[src/rtl/flag_alu_pkg.sv]
package flag_alu_pkg;

  typedef enum logic [3:0] {
    OP_SHL = 4'd0,
    OP_SHR = 4'd1,
    OP_AND = 4'd2,
    OP_OR  = 4'd3,
    OP_XOR = 4'd4,
    OP_NOT = 4'd5,
    OP_ADD = 4'd6,
    OP_SUB = 4'd7,
    OP_MUL = 4'd8
  } alu_op_e;

  localparam int FLAG_W = 4;
  localparam int FB_C   = 3;
  localparam int FB_N   = 2;
  localparam int FB_Z   = 1;
  localparam int FB_P   = 0;

  localparam logic [3:0] LAST_OP = 4'd8;

endpackage

[src/rtl/alu_shift.sv]
module alu_shift #(
  parameter int W = 32
) (
  input  logic         left,
  input  logic [W-1:0] val,
  input  logic [W-1:0] amt,
  output logic [W-1:0] res,
  output logic         cout
);
  localparam int SAT   = W + 1;
  localparam int AMT_W = $clog2(W + 2);

  logic [AMT_W-1:0] amt_sat;
  logic [2*W:0]     ext_l;
  logic [2*W:0]     ext_r;

  // amounts above W+1 behave exactly like W+1: result and carry both zero
  always_comb begin
    if (amt > W'(SAT)) amt_sat = AMT_W'(SAT);
    else               amt_sat = amt[AMT_W-1:0];
  end

  always_comb begin
    ext_l = {{(W+1){1'b0}}, val} << amt_sat;
    ext_r = {val, {(W+1){1'b0}}} >> amt_sat;
    if (left) begin
      res  = ext_l[W-1:0];
      cout = ext_l[W];
    end else begin
      res  = ext_r[2*W:W+1];
      cout = ext_r[W];
    end
  end
endmodule

[src/rtl/alu_bitwise.sv]
module alu_bitwise
  import flag_alu_pkg::*;
#(
  parameter int W = 32
) (
  input  logic [3:0]   op,
  input  logic [W-1:0] a,
  input  logic [W-1:0] b,
  output logic [W-1:0] res
);
  always_comb begin
    case (op)
      OP_AND:  res = a & b;
      OP_OR:   res = a | b;
      OP_XOR:  res = a ^ b;
      default: res = ~a;
    endcase
  end
endmodule

[src/rtl/alu_arith.sv]
module alu_arith
  import flag_alu_pkg::*;
#(
  parameter int W = 32
) (
  input  logic [3:0]   op,
  input  logic [W-1:0] a,
  input  logic [W-1:0] b,
  output logic [W-1:0] res,
  output logic         cout
);
  logic [W:0]     sum;
  logic [W:0]     diff;
  logic [2*W-1:0] prod;

  always_comb begin
    sum  = {1'b0, a} + {1'b0, b};
    diff = {1'b0, a} - {1'b0, b};
    prod = {{W{1'b0}}, a} * {{W{1'b0}}, b};
    case (op)
      OP_ADD: begin
        res  = sum[W-1:0];
        cout = sum[W];
      end
      OP_SUB: begin
        res  = diff[W-1:0];
        cout = diff[W];
      end
      default: begin
        res  = prod[W-1:0];
        cout = |prod[2*W-1:W];
      end
    endcase
  end
endmodule

[src/rtl/alu_flaggen.sv]
module alu_flaggen
  import flag_alu_pkg::*;
#(
  parameter int W = 32
) (
  input  logic [W-1:0]        res,
  input  logic                carry,
  output logic [FLAG_W-1:0]   flg
);
  logic is_neg;
  logic is_zero;

  always_comb begin
    is_neg      = res[W-1];
    is_zero     = (res == '0);
    flg         = '0;
    flg[FB_C]   = carry;
    flg[FB_N]   = is_neg;
    flg[FB_Z]   = is_zero;
    flg[FB_P]   = !is_neg && !is_zero;
  end
endmodule

[src/rtl/flag_alu.sv]
module flag_alu
  import flag_alu_pkg::*;
#(
  parameter int W = 32
) (
  input  logic         clk,
  input  logic         rst,
  input  logic         exec_en,
  input  logic [3:0]   op_sel,
  input  logic [W-1:0] opnd_a,
  input  logic [W-1:0] opnd_b,
  output logic [W-1:0] result,
  output logic [3:0]   flags
);
  logic [W-1:0]      sh_res, bw_res, ar_res, nxt_res;
  logic              sh_c, ar_c, nxt_c;
  logic [FLAG_W-1:0] nxt_flg;
  logic              accept;

  alu_shift #(.W(W)) u_shift (
    .left (op_sel == OP_SHL),
    .val  (opnd_a),
    .amt  (opnd_b),
    .res  (sh_res),
    .cout (sh_c)
  );

  alu_bitwise #(.W(W)) u_bitwise (
    .op  (op_sel),
    .a   (opnd_a),
    .b   (opnd_b),
    .res (bw_res)
  );

  alu_arith #(.W(W)) u_arith (
    .op   (op_sel),
    .a    (opnd_a),
    .b    (opnd_b),
    .res  (ar_res),
    .cout (ar_c)
  );

  // result and carry source per operation class; logic ops carry nothing
  always_comb begin
    case (op_sel)
      OP_SHL, OP_SHR: begin
        nxt_res = sh_res;
        nxt_c   = sh_c;
      end
      OP_AND, OP_OR, OP_XOR, OP_NOT: begin
        nxt_res = bw_res;
        nxt_c   = 1'b0;
      end
      default: begin
        nxt_res = ar_res;
        nxt_c   = ar_c;
      end
    endcase
  end

  alu_flaggen #(.W(W)) u_flaggen (
    .res   (nxt_res),
    .carry (nxt_c),
    .flg   (nxt_flg)
  );

  assign accept = exec_en && (op_sel <= LAST_OP);

  always_ff @(posedge clk) begin
    if (rst) begin
      result <= '0;
      flags  <= '0;
    end else if (accept) begin
      result <= nxt_res;
      flags  <= nxt_flg;
    end
  end
endmodule

[config.mk]
export PLATFORM = sky130hd
export DESIGN_NAME = flag_alu
export DESIGN_NICKNAME = d
export VERILOG_FILES = /design/src/rtl/flag_alu_pkg.sv /design/src/rtl/alu_shift.sv /design/src/rtl/alu_bitwise.sv /design/src/rtl/alu_arith.sv /design/src/rtl/alu_flaggen.sv /design/src/rtl/flag_alu.sv
export SDC_FILE = /design/constraint.sdc
export NUM_CORES = 2
export LEC_CHECK = 0
export BUFFER_PORTS_ARGS = -buffer_cell sky130_fd_sc_hd__buf_2
export CAP_MARGIN = 5
export CELL_PAD_IN_SITES_DETAIL_PLACEMENT = 2
export CELL_PAD_IN_SITES_GLOBAL_PLACEMENT = 2
export CORE_ASPECT_RATIO = 1.4
export CORE_MARGIN = 5
export CORE_UTILIZATION = 35
export CTS_CLUSTER_DIAMETER = 200
export DETAILED_ROUTE_END_ITERATION = 12
export PLACE_DENSITY = 0.84
export SLEW_MARGIN = 10
export SYNTH_ARGS = -nofsm -noshare
export SYNTH_HDL_FRONTEND = slang
export SYNTH_HIERARCHICAL = 1
export SYNTH_SLANG_ARGS = --single-unit
[constraint.sdc]
create_clock -name clk -period 10.5 [get_ports clk]
set_input_delay 2.1 -clock clk [delete_from_list [all_inputs] [get_ports clk]]
set_output_delay 2.1 -clock clk [all_outputs]
set_load 0.005 [all_outputs]
### After elaboration in Yosys (flattened, before gate mapping)

Cells that the tools add are included.

| storage, ports and cells | value |
|---|---|
| input bits | 71 |
| output and inout bits | 36 |
| word-level logic and storage cells | 37 |
| register bits | 36 |

| operators by class | value |
|---|---|
| shifts and indexed selects | 2 |
| muxes and demuxes | 8 |
| bitwise operators | 4 |
| add/sub/neg operators | 2 |
| reductions and logical operators | 9 |
| $lt $le $gt $ge | 2 |
| multipliers | 1 |
| equality and inequality tests | 7 |

Operator list:

| kind | number |
|---|---|
| 32-bit one-hot mux with 2 select lines | 2 |
| 32-bit one-hot mux with 3 select lines | 1 |
| 65-bit by 6-bit >> shifter with 65-bit output | 1 |
| 32-bit by 32-bit multiplier with 64-bit output | 1 |
| 32-bit by 32-bit adder with 33-bit output | 1 |
| 32-bit by 6-bit left shift with 33-bit output | 1 |
| 32-bit by 32-bit subtractor with 33-bit output | 1 |
| 32-bit bitwise AND | 1 |
| 32-bit by 6-bit greater-than comparator with 1-bit output, second input constant | 1 |
| 32-bit zero test | 1 |
| 32-bit two-way mux | 1 |
| 32-bit inverter | 1 |
| 32-bit bitwise OR | 1 |
| 32-bit OR reduction | 1 |
| 32-bit bitwise XOR | 1 |
| 4-bit by 3-bit == test with 1-bit output, second input constant | 4 |
| 4-bit by 2-bit == test with 1-bit output, second input constant | 2 |
| 6-bit two-way mux | 1 |
| 4-bit by 1-bit == test with 1-bit output, second input constant | 1 |
| 4-bit less-or-equal comparator, second input constant | 1 |
| 4-bit zero test | 1 |
| 1-bit one-hot mux with 2 select lines | 2 |
| 4-bit OR reduction | 1 |
| 1-bit logical AND | 2 |
| 3 further kinds | 4 |

### Longest topological paths before layout

| logic depth | value |
|---|---|
| depth after elaboration | 8 |
| gate-level depth with buffers | 37 |
| mapped depth without buffers | 34 |

### Hierarchy

The synthesis kept the hierarchy.

Modules (own cells, without submodules):

| module | instances | cells an instance | area an instance (um^2) |
|---|---|---|---|
| alu_arith | 1 | 4,141 | 36,447.5 |
| alu_shift | 1 | 871 | 5,431.5 |
| flag_alu | 1 | 287 | 2,652.5 |
| alu_bitwise | 1 | 314 | 2,112.0 |
| alu_flaggen | 1 | 15 | 105.1 |

### Worst setup path before layout

OpenSTA, ideal clock, no wires.

| timing path | value |
|---|---|
| path kind | input port to flip-flop |
| start point | in opnd_a[16] |
| end point | reg flags[3] |
| arrival time | 9,300 ps |
| buffers on the path | 2 |
| setup time | 119 ps |
| stages on the path | 33 |
| slack | 1,080 ps |
| cells stage by stage | clkbuf_1 > and2_1 > fa_1 > inv_1 > fa_1 > fa_1 > fa_1 > inv_1 > fa_1 > inv_1 > fa_1 > inv_1 > fa_1 > inv_1 > fa_1 > inv_1 > ha_1 > and4_1 > and3_1 > o311ai_2 > a311oi_1 > nor2_1 > o31a_1 > o21ai_0 > xnor2_1 > nand4b_1 > nor4_1 > a41oi_1 > o21ai_0 > nand2_1 > buf_4 > nand3_1 > a21oi_1 |

| on the way | value |
|---|---|
| word-level cells in the longest chain between the ends | 4 |
| elaborated cells between the ends (all ways) | 9 |

RTL lines:

| element | RTL line | text |
|---|---|---|
| from (decl) | flag_alu.sv:10 | `input logic [W-1:0] opnd_a,` |
| 32-bit by 32-bit multiplier with 64-bit output | alu_arith.sv:19 | `prod = {{W{1'b0}}, a} * {{W{1'b0}}, b};` |
| 32-bit OR reduction | alu_arith.sv:31 | `cout = \|prod[2*W-1:W];` |
| 1-bit one-hot mux with 2 select lines (*) | alu_arith.sv:20 | `case (op)` |
| named net ar_c | flag_alu.sv:16 | `logic sh_c, ar_c, nxt_c;` |
| 1-bit one-hot mux with 2 select lines (*) | flag_alu.sv:45 | `case (op_sel)` |
| named net nxt_c | flag_alu.sv:16 |  |
| to (signal assigned) | flag_alu.sv:75 | `flags <= nxt_flg;` |
| to (decl) | flag_alu.sv:13 | `output logic [3:0] flags` |

Mark *: on every way through the listed nets, which the timed path passes. The rest lies on a longest branch.
A chain may end at the register's enable or synchronous reset.

### Worst setup path in the final report

| timing path | value |
|---|---|
| start point | in opnd_b[20] |
| end point | reg flags[3] |

| on the way | value |
|---|---|
| elaborated cells between the ends (all ways) | 11 |

RTL lines:

| element | RTL line | text |
|---|---|---|
| from (decl) | flag_alu.sv:11 | `input logic [W-1:0] opnd_b,` |
| 32-bit by 32-bit multiplier with 64-bit output | alu_arith.sv:19 |  |
| 32-bit OR reduction | alu_arith.sv:31 |  |
| 1-bit one-hot mux with 2 select lines (*) | alu_arith.sv:20 |  |
| named net ar_c | flag_alu.sv:16 |  |
| 1-bit one-hot mux with 2 select lines (*) | flag_alu.sv:45 |  |
| named net nxt_c | flag_alu.sv:16 |  |

Marked as above.

==> flow_summary_export.csv <==
group,metric,value,unit
outcome,outcome,"complete, but fails checks",
outcome,violations,"setup timing",
final_layout,nFillCells,14700,
run,drv_cap,0,
clock_network,ctsHtreeMaxLevel,2,
detailed_routing,wire_per_inst,38.6,um
floorplan,core_area,0.133,mm^2
synthesis,ys.flop_type,"dfxtp_1",
hold_path,holdPathStages,2,
floorplan,die_x,319,um
sta,setup_viol,4,
synthesis,synth.area.top_cells,"fa_1 38%, ha_1 11%, and2_1 7.5%",
sta,fin_ws,-655,ps
critical_path,cp_common_cell,"fa_1",
hold_path,holdPathEnd,"flags[2]",
final_layout,final_core_util,40.0,%
sta,tightest_slew,1230,ps
clock_network,clock-sinks,36,
placement,hpwlAfterDp,217000,um
floorplan,placementRows,158,
clock_network,clock_path_buffers,2,
synthesis,yosysUniqueCellTypes,107,
clock_network,clk_latency,300,ps
final_layout,multi_input_area,0.0416,mm^2
sta,drv_slew,0,
detailed_routing,first_iter_violations,5022,
synthesis,synth.top_cell.area_share,38.4,%
floorplan,initial_core_util,35.2,%
critical_path,cp_slowest_cell,"fa_2",
detailed_routing,drtPass1Iterations,6,
sta,hold_violations,0,
grt,grt_pass1_wl,386000,um
detailed_routing,detail_route.vias_per_cell,6.50,
sta,fin_crit,11160,ps
synthesis,synth_cells,5628,
sta,skew,0,ps
grt,grt_usage,36.8,%
detailed_routing,routed_wl,294000,um
synthesis,synth_area,0.0467,mm^2
synthesis,yosysSeqAreaShare,1.54,%
grt,grt_max_degree,60,
synthesis,ys_ff_latch,36,
grt,grt_pass1_vias,55500,
clock_network,hold_buffers,0,
critical_path,r2r-end,"result[12]",
sta,setup_tns,-1890,ps
critical_path,max_stage_delay,910,ps
final_layout,fin_nets,7192,
clock_network,cts-root-buf,"clkbuf_16",
grt,overflow,0,
detailed_routing,drcViolationCount,0,
critical_path,crit_path_end_kind,"flop",
placement,placed_cells,7561,
clock_network,clk_pin_slew,70,ps
sta,max_slew_margin,17.4,%
critical_path,crit_arrival,11370,ps
sta,finalCritPeriodShare,106,%
critical_path,crit_buf_inv,8,
final_layout,final-seq-area,721,um^2
critical_path,worstReg2RegStart,"result[12]",
critical_path,cp_top_family,"adder cells",
detailed_routing,vias,49400,
detailed_routing,antenna_left,0,
hold_path,hp-class,"flop to flop",
floorplan,io_pins,107,
critical_path,cp_max_fo,9,
sta,hold_slack,478,ps
hold_path,hold_start,"flags[2]",
clock_network,cts_tree,"yes",
critical_path,cp_data_required_time,10720,ps
critical_path,cp-start-kind,"input port",
floorplan,die_area,0.141,mm^2
placement,gp_congestion,0.964,
synthesis,synth_edf_count,0,
critical_path,criticalPathCategory,"input port to flop",
placement,portBuffers,106,
synthesis,synth-warning-count,6,
synthesis,synthArstFlopShare,0,%
final_layout,layout-drive-gt1-share,15.3,%
floorplan,die_h,442,um
final_layout,area_growth,13.5,%
synthesis,syn_nets,6989,
final_layout,final_cells,7606,
synthesis,syn_avg_cell_area,8.31,um^2
synthesis,synth.largest_area_cell,"fa_1",
sta,timing.fmax,89.6,MHz
critical_path,r2r_cells,2,
clock_network,cts_inserted_buffers,5,
grt,antenna_found_initial,26,
critical_path,rrSetupSlack,9610,ps
sta,grt_setup_unrepaired,"yes",
-- cells by family (layout without fill, tap and decap cells) --
| family | count (synthesis) | in the layout | synth area share (%) |
|---|---|---|---|
| and+or+nand+nor | 1772 | 1772 | 19.4 |
| buffers and inverters | 1309 | 1513 | 11.1 |
| adders and majority gates | 1290 | 1290 | 48.9 |
| AOI/OAI and AO/OA | 1031 | 1031 | 15.0 |
| muxes | 116 | 116 | 2.73 |
| xor gates and xnor gates | 74 | 74 | 1.39 |
| DFF | 36 | 36 | 1.54 |
| other | 0 | 14 | 0 |
-- per-stage QoR --
| stage | instance area [um^2] | setup WS, ps |
|---|---|---|
| 2_1_floorplan | 46700 | 1080 |
| 3_3_place_gp | 51700 | -389 |
| 3_5_place_dp | 51700 | -945 |
| 4_1_cts | 52200 | -5.31 |
| 5_1_grt | 53000 | -702 |
| 6_report | 53100 | -655 |
-- per-layer routing --
layer / global-route usage (%) / wire, um
met2: 62.4 / 136000
met1: 37.3 / 95400
met3: 8.27 / 25600
met5: 0 / 350
met4: 34.1 / 36000
-- state kept, by name, summed over array words and instances, names as in the netlist --
signal and count:
result 32, flags 4
-- what timing repair did --
item / in CTS / in global routing
setup buffers: 5 / 19
setup endpoints to repair: 3 / 3
gates resized for setup: 62 / 178
pin swaps: 25 / 73
gates cloned: 0 / 0
-- final cells by class --
cell class | count | share of cell area (%)
Timing Repair Buffer | 609 | 9.22
Multi-Input combinational cell | 4283 | 78.4
Tap cell | 1760 | 4.15
Antenna cell | 14 | 0.0660
Clock buffer | 5 | 0.236
Inverter | 896 | 6.37
Clock inverter | 3 | 0.170
Sequential cell | 36 | 1.36
-- worst max-delay path by stage --
stage | from | to | slack, ps | cells past startpoint
2_1_floorplan | opnd_a[16] | flags[3] | 1080 | 33
3_3_place_gp | opnd_a[18] | flags[3] | -390 | 33
3_5_place_dp | opnd_b[19] | flags[3] | -950 | 31
4_1_cts | opnd_b[2] | flags[3] | -5 | 36
5_1_grt | opnd_a[4] | flags[3] | -700 | 32
6_report | opnd_b[20] | flags[3] | -660 | 33
-- cells in the mapped netlist (14+ instances only) --
cell / count
a311oi_1: 35
nand2b_1: 17
o21bai_1: 20
dfxtp_1: 36
fa_1: 897
nor3_1: 46
inv_1: 889
o31ai_1: 23
o21a_1: 26
ha_1: 393
o211ai_1: 25
or3_1: 16
a31oi_1: 43
and2_1: 562
a21o_1: 35
nand2_1: 653
xnor2_1: 51
a32oi_1: 35
nand3_1: 54
nor2_1: 205
xor2_1: 23
clkbuf_1: 322
nor4_1: 34
o22ai_1: 46
a22oi_1: 82
nor2b_1: 46
a21oi_1: 284
a211oi_1: 32
a2111oi_0: 14
and3_1: 20
o21ai_0: 160
mux2i_1: 59
mux2_2: 53
nand4_1: 49
buf_1: 18
buf_2: 42
-- worst register-to-register path, cell delays in order (launching register included) --
cell	delay [ps]
dfxtp_1	430
a21oi_1	70
a311oi_1	300
-- layout by cell type (no fill, tap or decap), types with 39 or more instances in the layout --
master   synthesis  final
nor2b_1         46     46
nand2_1        653    643
nor2_1         205    199
a21oi_1        284    269
o22ai_1         46     46
fa_1           897    876
mux2i_1         59     59
ha_1           393    375
and2_1         562    554
inv_1          889    877
o21ai_0        160    151
nand3_1         54     52
a31oi_1         43     39
xnor2_1         51     48
mux2_2          53     53
buf_4            8    473
buf_2           42     69
nor3_1          46     41
nand4_1         49     49
a22oi_1         82     80
Power is not shown: default switching activity piles up to over one toggle a cycle in this logic, so the estimate is an artifact.
